==> config.mk <==
export PLATFORM = sky130hd
export DESIGN_NAME = cpu_pc_psw
export DESIGN_NICKNAME = d
export VERILOG_FILES = /design/src/rtl/cpu_pc_psw.sv
export SDC_FILE = /design/constraint.sdc
export NUM_CORES = 1
export LEC_CHECK = 0
export ABC_CLOCK_PERIOD_IN_PS = 2500
export BUFFER_PORTS_ARGS = -buffer_cell sky130_fd_sc_hd__buf_2
export CORE_ASPECT_RATIO = 0.9
export CORE_MARGIN = 2
export CORE_UTILIZATION = 45
export CTS_CLUSTER_SIZE = 8
export DETAILED_ROUTE_END_ITERATION = 8
export GPL_ROUTABILITY_DRIVEN = 0
export HOLD_SLACK_MARGIN = 0.12
export PLACE_DENSITY = 0.77
export SETUP_SLACK_MARGIN = 0.15
export SLEW_MARGIN = 0
export SYNTH_ARGS = -nofsm -noshare
export SYNTH_HDL_FRONTEND = slang
export SYNTH_SLANG_ARGS = --single-unit
==> constraint.sdc <==
create_clock -name clk -period 2.5 [get_ports clk]
set_input_delay 0.5 -clock clk [delete_from_list [all_inputs] [get_ports clk]]
set_output_delay 0.5 -clock clk [all_outputs]
set_load 0.02 [all_outputs]
==> src/rtl/cpu_pc_psw.sv <==
module cpu_pc_psw #(
  parameter int          PC_W    = 20,
  parameter logic [7:0]  PSW_RST = 8'h06
) (
  input  logic            clk,
  input  logic            rst_n,
  input  logic [7:0]      vec_lo,
  input  logic [7:0]      vec_hi,
  input  logic            fetch_en,
  input  logic [1:0]      fetch_len,
  input  logic            br_en,
  input  logic [PC_W-1:0] br_target,
  input  logic            di_cmd,
  input  logic            ei_cmd,
  input  logic            bank_we,
  input  logic [1:0]      bank_sel,
  input  logic            alu_we,
  input  logic            alu_zero,
  input  logic            alu_cy,
  input  logic            alu_ac,
  input  logic            rest_en,
  input  logic [7:0]      rest_val,
  input  logic            irq_req,
  input  logic            irq_mask,
  input  logic [1:0]      irq_lvl,
  output logic [PC_W-1:0] pc,
  output logic [7:0]      psw,
  output logic [1:0]      bank,
  output logic            irq_ack
);
  localparam int IE_B  = 7;
  localparam int Z_B   = 6;
  localparam int RB1_B = 5;
  localparam int AC_B  = 4;
  localparam int RB0_B = 3;
  localparam int ISP_H = 2;
  localparam int ISP_L = 1;
  localparam int CY_B  = 0;
  localparam int PAD_W = PC_W - 16;

  logic [PC_W-1:0] pc_q, pc_d, pc_step;
  logic [7:0]      psw_q, psw_d;
  logic [1:0]      isp;

  assign isp     = psw_q[ISP_H:ISP_L];
  assign irq_ack = psw_q[IE_B] & irq_req & ~irq_mask & (irq_lvl <= isp);
  assign pc_step = {{(PC_W-2){1'b0}}, fetch_len} + PC_W'(1);

  always_comb begin
    pc_d = pc_q;
    if (br_en)         pc_d = br_target;
    else if (fetch_en) pc_d = pc_q + pc_step;
  end

  always_comb begin
    psw_d = psw_q;
    if (alu_we) begin
      psw_d[Z_B]  = alu_zero;
      psw_d[CY_B] = alu_cy;
      psw_d[AC_B] = alu_ac;
    end
    if (bank_we) begin
      psw_d[RB1_B] = bank_sel[1];
      psw_d[RB0_B] = bank_sel[0];
    end
    if (di_cmd)      psw_d[IE_B] = 1'b0;
    else if (ei_cmd) psw_d[IE_B] = 1'b1;
    if (irq_ack)     psw_d[IE_B] = 1'b0;
    if (rest_en)     psw_d = rest_val;
  end

  always_ff @(posedge clk) begin
    if (!rst_n) begin
      pc_q  <= {{PAD_W{1'b0}}, vec_hi, vec_lo};
      psw_q <= PSW_RST;
    end else begin
      pc_q  <= pc_d;
      psw_q <= psw_d;
    end
  end

  assign pc   = pc_q;
  assign psw  = psw_q;
  assign bank = {psw_q[RB1_B], psw_q[RB0_B]};

  assert_reset_load_R1: assert property (@(posedge clk)
    !rst_n |=> (pc == {{PAD_W{1'b0}}, $past(vec_hi), $past(vec_lo)}) && (psw == PSW_RST));

  assert_fetch_step_R3: assert property (@(posedge clk) disable iff (!rst_n)
    (fetch_en && !br_en) |=> pc == $past(pc) + PC_W'($past(fetch_len)) + PC_W'(1));

  assert_branch_wins_R4: assert property (@(posedge clk) disable iff (!rst_n)
    br_en |=> pc == $past(br_target));

  assert_di_clears_R5: assert property (@(posedge clk) disable iff (!rst_n)
    (di_cmd && !rest_en) |=> !psw[IE_B]);

  assert_alu_zero_R6: assert property (@(posedge clk) disable iff (!rst_n)
    (alu_we && !rest_en) |=> psw[Z_B] == $past(alu_zero));

  assert_restore_R8: assert property (@(posedge clk) disable iff (!rst_n)
    rest_en |=> psw == $past(rest_val));

  assert_no_ack_when_off_R9: assert property (@(posedge clk) disable iff (!rst_n)
    (!psw[IE_B] || irq_mask) |-> !irq_ack);

  assert_ack_clears_ie_R10: assert property (@(posedge clk) disable iff (!rst_n)
    (irq_ack && !rest_en) |=> !psw[IE_B]);
endmodule

Yosys cells after proc, flatten, opt, wreduce, memory -nomap -nowiden
Cells that the tools add are included.
Widths: inputs -> output; s select.
{"block": "word_totals", "elab_cells": 30, "output_inout_bits": 31, "in_bits": 64, "reg_bits": 28}
{"block": "op_classes", "reduce_logical": 4, "add_sub_neg": 2, "bitwise": 4, "n_lt_le_gt_ge": 1, "mux": 12, "eq_ne": 1}
{"cell": "$mux 20", "n": 2}
{"cell": "$add 20x3->20", "n": 1}
{"cell": "$mux 16", "n": 1}
{"cell": "$mux 1", "n": 8}
{"cell": "$mux 8", "n": 1}
{"cell": "$reduce_bool 2->1", "n": 3}
{"cell": "$reduce_bool 4->1", "n": 1}
{"cell": "$add 2x1->3 const B", "n": 1}
{"cell": "$and 1x1->1", "n": 3}
{"cell": "$ne 3x1->1 const B", "n": 1}
{"cell": "$le 2x2->1", "n": 1}
{"cell": "$not 1->1", "n": 1}

Depth between registers and ports, before layout
{"block": "depth", "depth_word": 5, "ltp_mapped": 7, "mapped_depth_nobuf": 7}

Least setup slack after synthesis
OpenSTA, ideal clock, no wires.
{"block": "synth_path", "kind": "input-to-reg", "start": "input port fetch_len[0]", "end": "register pc_q[14], in the netlist pc[14] (data pin)", "setup_slack_ps": 404, "n_path_buf": 0, "stages": 7, "arrival_ps": 1833, "required_time_ps": 2237, "setup_ps": 263, "cell_sequence": "inv_1 > ha_1 > fa_1 > nor4_4 > xor2_1 > nor2_1 > o22ai_2"}
{"block": "synth_via", "elab_chain_cells": 5}
{"item": "start: declaration", "line_no": "10", "source": "input logic [1:0] fetch_len,"}
{"item": "$add 2x1->3", "line_no": "47", "source": "assign pc_step = {{(PC_W-2){1'b0}}, fetch_len} + PC_W'(1);"}
{"item": "$add 20x3->20", "line_no": "52", "source": "else if (fetch_en) pc_d = pc_q + pc_step;"}
{"item": "$mux 20", "line_no": "52"}
{"item": "$mux 20", "line_no": "51", "source": "if (br_en) pc_d = br_target;"}
{"item": "$mux 16", "line_no": "73", "source": "if (!rst_n) begin"}
{"item": "end signal: assignment", "line_no": "74", "source": "pc_q <= {{PAD_W{1'b0}}, vec_hi, vec_lo};"}
{"item": "end signal: assignment", "line_no": "77", "source": "pc_q <= pc_d;"}
{"item": "end: declaration", "line_no": "41", "source": "logic [PC_W-1:0] pc_q, pc_d, pc_step;"}
Every way passes these cells. The select of a mux whose other input is x is not followed.
A chain may end at the register's enable or synchronous reset.

Final worst setup path
{"block": "layout_path", "start": "register psw_q[2], in the netlist psw[2]", "end": "output port irq_ack"}
{"block": "layout_via", "elab_chain_cells": 2}
{"item": "start: declaration", "line_no": "42", "source": "logic [7:0] psw_q, psw_d;"}
{"item": "start signal: assignment", "line_no": "78", "source": "psw_q <= psw_d;"}
{"item": "$le 2x2->1", "line_no": "46", "source": "assign irq_ack = psw_q[IE_B] & irq_req & ~irq_mask & (irq_lvl <= isp);"}
{"item": "$and 1x1->1", "line_no": "46"}
{"item": "end: declaration", "line_no": "29", "source": "output logic irq_ack"}
Every way passes these cells.

==> impl_summary.md <==
Setup path
Counting cells, the worst reg-to-reg path comes to 7. The endpoint of the lowest-slack register-to-register path is pc[14]. The critical path start-end classification is reg -> out.

Of all nets on the critical path, the largest fanout is 2. Data on the critical path is required at its endpoint by 2000 ps. The kind of capture point of the worst setup path is an output port. The most critical setup path has its startpoint at psw[2].

STA classifies the critical path startpoint as a register. Following the worst setup path forward leads to its endpoint at irq_ack. The critical path arrival is 1630 ps.

The worst register-to-register path begins at pc[0]. The setup slack of the most critical reg-to-reg path is 390 ps.

STA
The worst slew slack as a fraction of its limit is 0.7338. The time the worst path needs with I/O delays and setup is 2133 ps. The post-route clock period utilization is 0.8530. Setup repair after global routing left no endpoint under its margin. Timing would allow up to 468.9 MHz.

The hold violation count in the final report is 0. The total setup violations reported at the end of the flow is 0. The total negative slack is 0 ps. The number of pins exceeding their max-slew limit in the final report is 0. For the final database, setup skew stands at about 5.4 ps. At the pin with the least slew margin, the transition time is 399.2 ps.

Drt
Dividing the detail-routed via count by the number of cells gives 5.039. After detailed routing, the number of remaining DRC violations is 0. The final route contains ~1700 vias. In this run, the number of DRC markers left after iteration 0 of detailed routing was 103. The count of nets left with antenna violations once routing finished came out at 0. The first detailed-routing pass ran for 4 iterations. The final routed wirelength across all metal layers is between 4000 and 5000 microns. Dividing the detail-routed wire length by the instance count gives 13.29 microns.

Clock tree
The CTS sink count is 28. After clock tree synthesis, the flow added hold-fix buffers numbering 0. Clock-pin slew was measured on the worst setup and hold paths at 90 ps. Clock tree synthesis inserted a total of 3 buffers. The later-pin clock latency in the skew report is roughly 270 ps. In this run the number of H-tree levels came out at 1.

The tree is rooted in a sky130_fd_sc_hd__clkbuf_8. The post-CTS resize count is 0. The maximum clock path buffer count is 2. The clock tree from TritonCTS is yes.

The number of setup buffers added after CTS is 0.

Hold path
Along the worst hold path, the cell count comes to 3. The type of the worst min-delay path is in -> reg.

Floorplanning
The placeable core region is 0.003757 sq mm. In this run the horizontal extent of the chip is 70.28 microns. The die footprint is 0.004473 sq mm.

The number of cell rows is 21. The total I/O pin count is 95. The height of the die is ~64 microns. For this configuration, the core starts out at a cell density of 0.4735.

Finish
0 antenna diodes ended up in the layout. The net count of the finished layout is 358. The final-layout fill cell count is 354. For this run, the share of the core covered by cells in the final layout is 0.6177.

Summing all non-filler instances in the final layout gives an area of 0.002321 sq mm. The total area of multi-input combinational cells is 963.4 sq um. The sequential cells in the finished layout cover a total of 720.7 sq um. Relative to the synthesized area, the layout overhead comes to 30.45%. The share of cells above drive strength 1 is 0.3750.

GRT
The wire length of the first global-routing pass is 7100 microns. In the global route stage, overall resource usage came out at 0.1955. The number of antenna violations at the first check in global routing is 0. Entering global routing, the biggest net connects 44 pins. After global routing the overflow that remains totals 0. The number of global-route vias before repair is 1555.

Yosys
The average cell area after synthesis is 8.986 sq um. The share of the Yosys chip area taken by registers is 0.4051. For this run, the leading register cell type out of synthesis is sky130_fd_sc_hd__edfxtp_1. The cell with the most instances after synthesis is sky130_fd_sc_hd__o21ai_0. The count of unique library cells instantiated by Yosys is 36.

Counting flops with a built-in enable in the synthesized netlist gives 16. The number of standard cells after synthesis is 198. The commonest cells after synthesis are 23 x sky130_fd_sc_hd__o21ai_0, 22 x sky130_fd_sc_hd__nand2_1, 16 x sky130_fd_sc_hd__edfxtp_1.

The number of nets produced by synthesis is about 270. By area the synthesized netlist is led by sky130_fd_sc_hd__edfxtp_1 27%, sky130_fd_sc_hd__dfxtp_1 14%, sky130_fd_sc_hd__xor2_1 6.9%. The fraction of registers with async set/reset is 0. The largest area contributor in the synthesized netlist is sky130_fd_sc_hd__edfxtp_1.

Counting flops and latches in the post-synthesis netlist gives 28. In this run the cell area of the synthesized design comes to 0.001779 sq mm. The number of warnings issued by yosys is 0.

Of the post-synthesis cell area, the dominant cell type holds 0.2700.

Power and ir drop
The static leakage power is 1.106 nW. VDD sags by at most 357.9 uV. The power density over the cells is between 500 and 600 mW/mm^2.

Place
The number of buffers added on ports is 94. The detailed-placement wirelength estimate is ~3300 microns. The instance area after placement is around 0.0023 sq mm.

Run status
The run finished with clean final reports.

Flow run
Max-cap violations in this run came to 0.
-- cells in the final DEF, fill, tap and decap left out, drive strengths merged --
cell     count
nand4        6
and2         6
o21ai       26
clkbuf       3
nor3         2
o2111ai      1
o211ai       1
clkinv       1
nand2       22
buf         96
or2          1
nor2b        6
o21ba        1
ha           4
mux2i        6
o41ai        1
fa           1
xor2        14
a2bb2oi      1
and3         3
a21oi       10
edfxtp      16
nor2        15
nand3        4
dfxtp       12
a31oi        4
inv         13
o22ai        5
mux2         1
nor4         2
xnor2        4
-- power breakdown --
part | internal [mW] | total (mW) | switching [mW]
Clock | 0.110 | 0.251 | 0.140
Sequential | 0.538 | 0.591 | 0.0535
Combinational | 0.142 | 0.323 | 0.181
-- cell families (layout without fill, tap and decap cells) --
group / after synthesis / after routing / synth area share
AO/OA/AOI/OAI: 50 / 50 / 0.1681
XOR/XNOR: 18 / 18 / 0.08861
adder cells (fa/ha/maj): 5 / 5 / 0.03938
buffers and inverters: 23 / 113 / 0.05345
flip-flops: 28 / 28 / 0.4051
multiplexers: 7 / 7 / 0.04009
AND/OR/NAND/NOR: 67 / 67 / 0.2053
-- stage by stage --
step                cells  power, mW  worst slack [ps]  hold slack [ps]
finish                334      1.165             367.4            436.1
global route          334      1.231             241.6            436.7
CTS                   334      1.177             350.8            432.5
detailed placement    330     0.9227             128.4            493.4
global placement      330     0.9159             218.5            483.4
floorplan             198     0.7960             404.5            571.3
-- area by class of cell --
type / count / share of cell area
clock inverter: 1 / 0.001617
sequential: 28 / 0.3105
tap: 46 / 0.02480
multi-input combinational: 147 / 0.4151
inverter: 13 / 0.02102
timing repair buffer: 96 / 0.2092
clock buffer: 3 / 0.01779
-- per-layer routing --
metal  global-route usage  part of all wire  up-vias
li1                     -                 -      874
met2               0.3007              0.46       56
met3              0.04480             0.056        6
met4              0.05529             0.016        0
met5                    0                 0        -
met1               0.2741              0.46      747
-- worst max-delay path: stages, from the launching register on --
cell	delay, ps
sky130_fd_sc_hd__dfxtp_1	330
sky130_fd_sc_hd__inv_1	50
sky130_fd_sc_hd__ha_1	280
sky130_fd_sc_hd__nor2b_1	130
sky130_fd_sc_hd__a2bb2oi_1	130
sky130_fd_sc_hd__nor3_1	230
sky130_fd_sc_hd__buf_2	210
-- registers in the layout (all words and copies together) (netlist names) --
signal / cells
psw: 8
pc: 20
-- worst min path at each step --
stage	to	start	slack [ps]
detailed placement	psw[2]	psw[2]	490
global route	psw[2]	rest_val[2]	440
global placement	psw[1]	psw[1]	480
finish	psw[1]	rest_val[1]	440
floorplan	psw[2]	psw[2]	570
CTS	psw[1]	rest_val[1]	430
(Power assumes the default switching activity.)
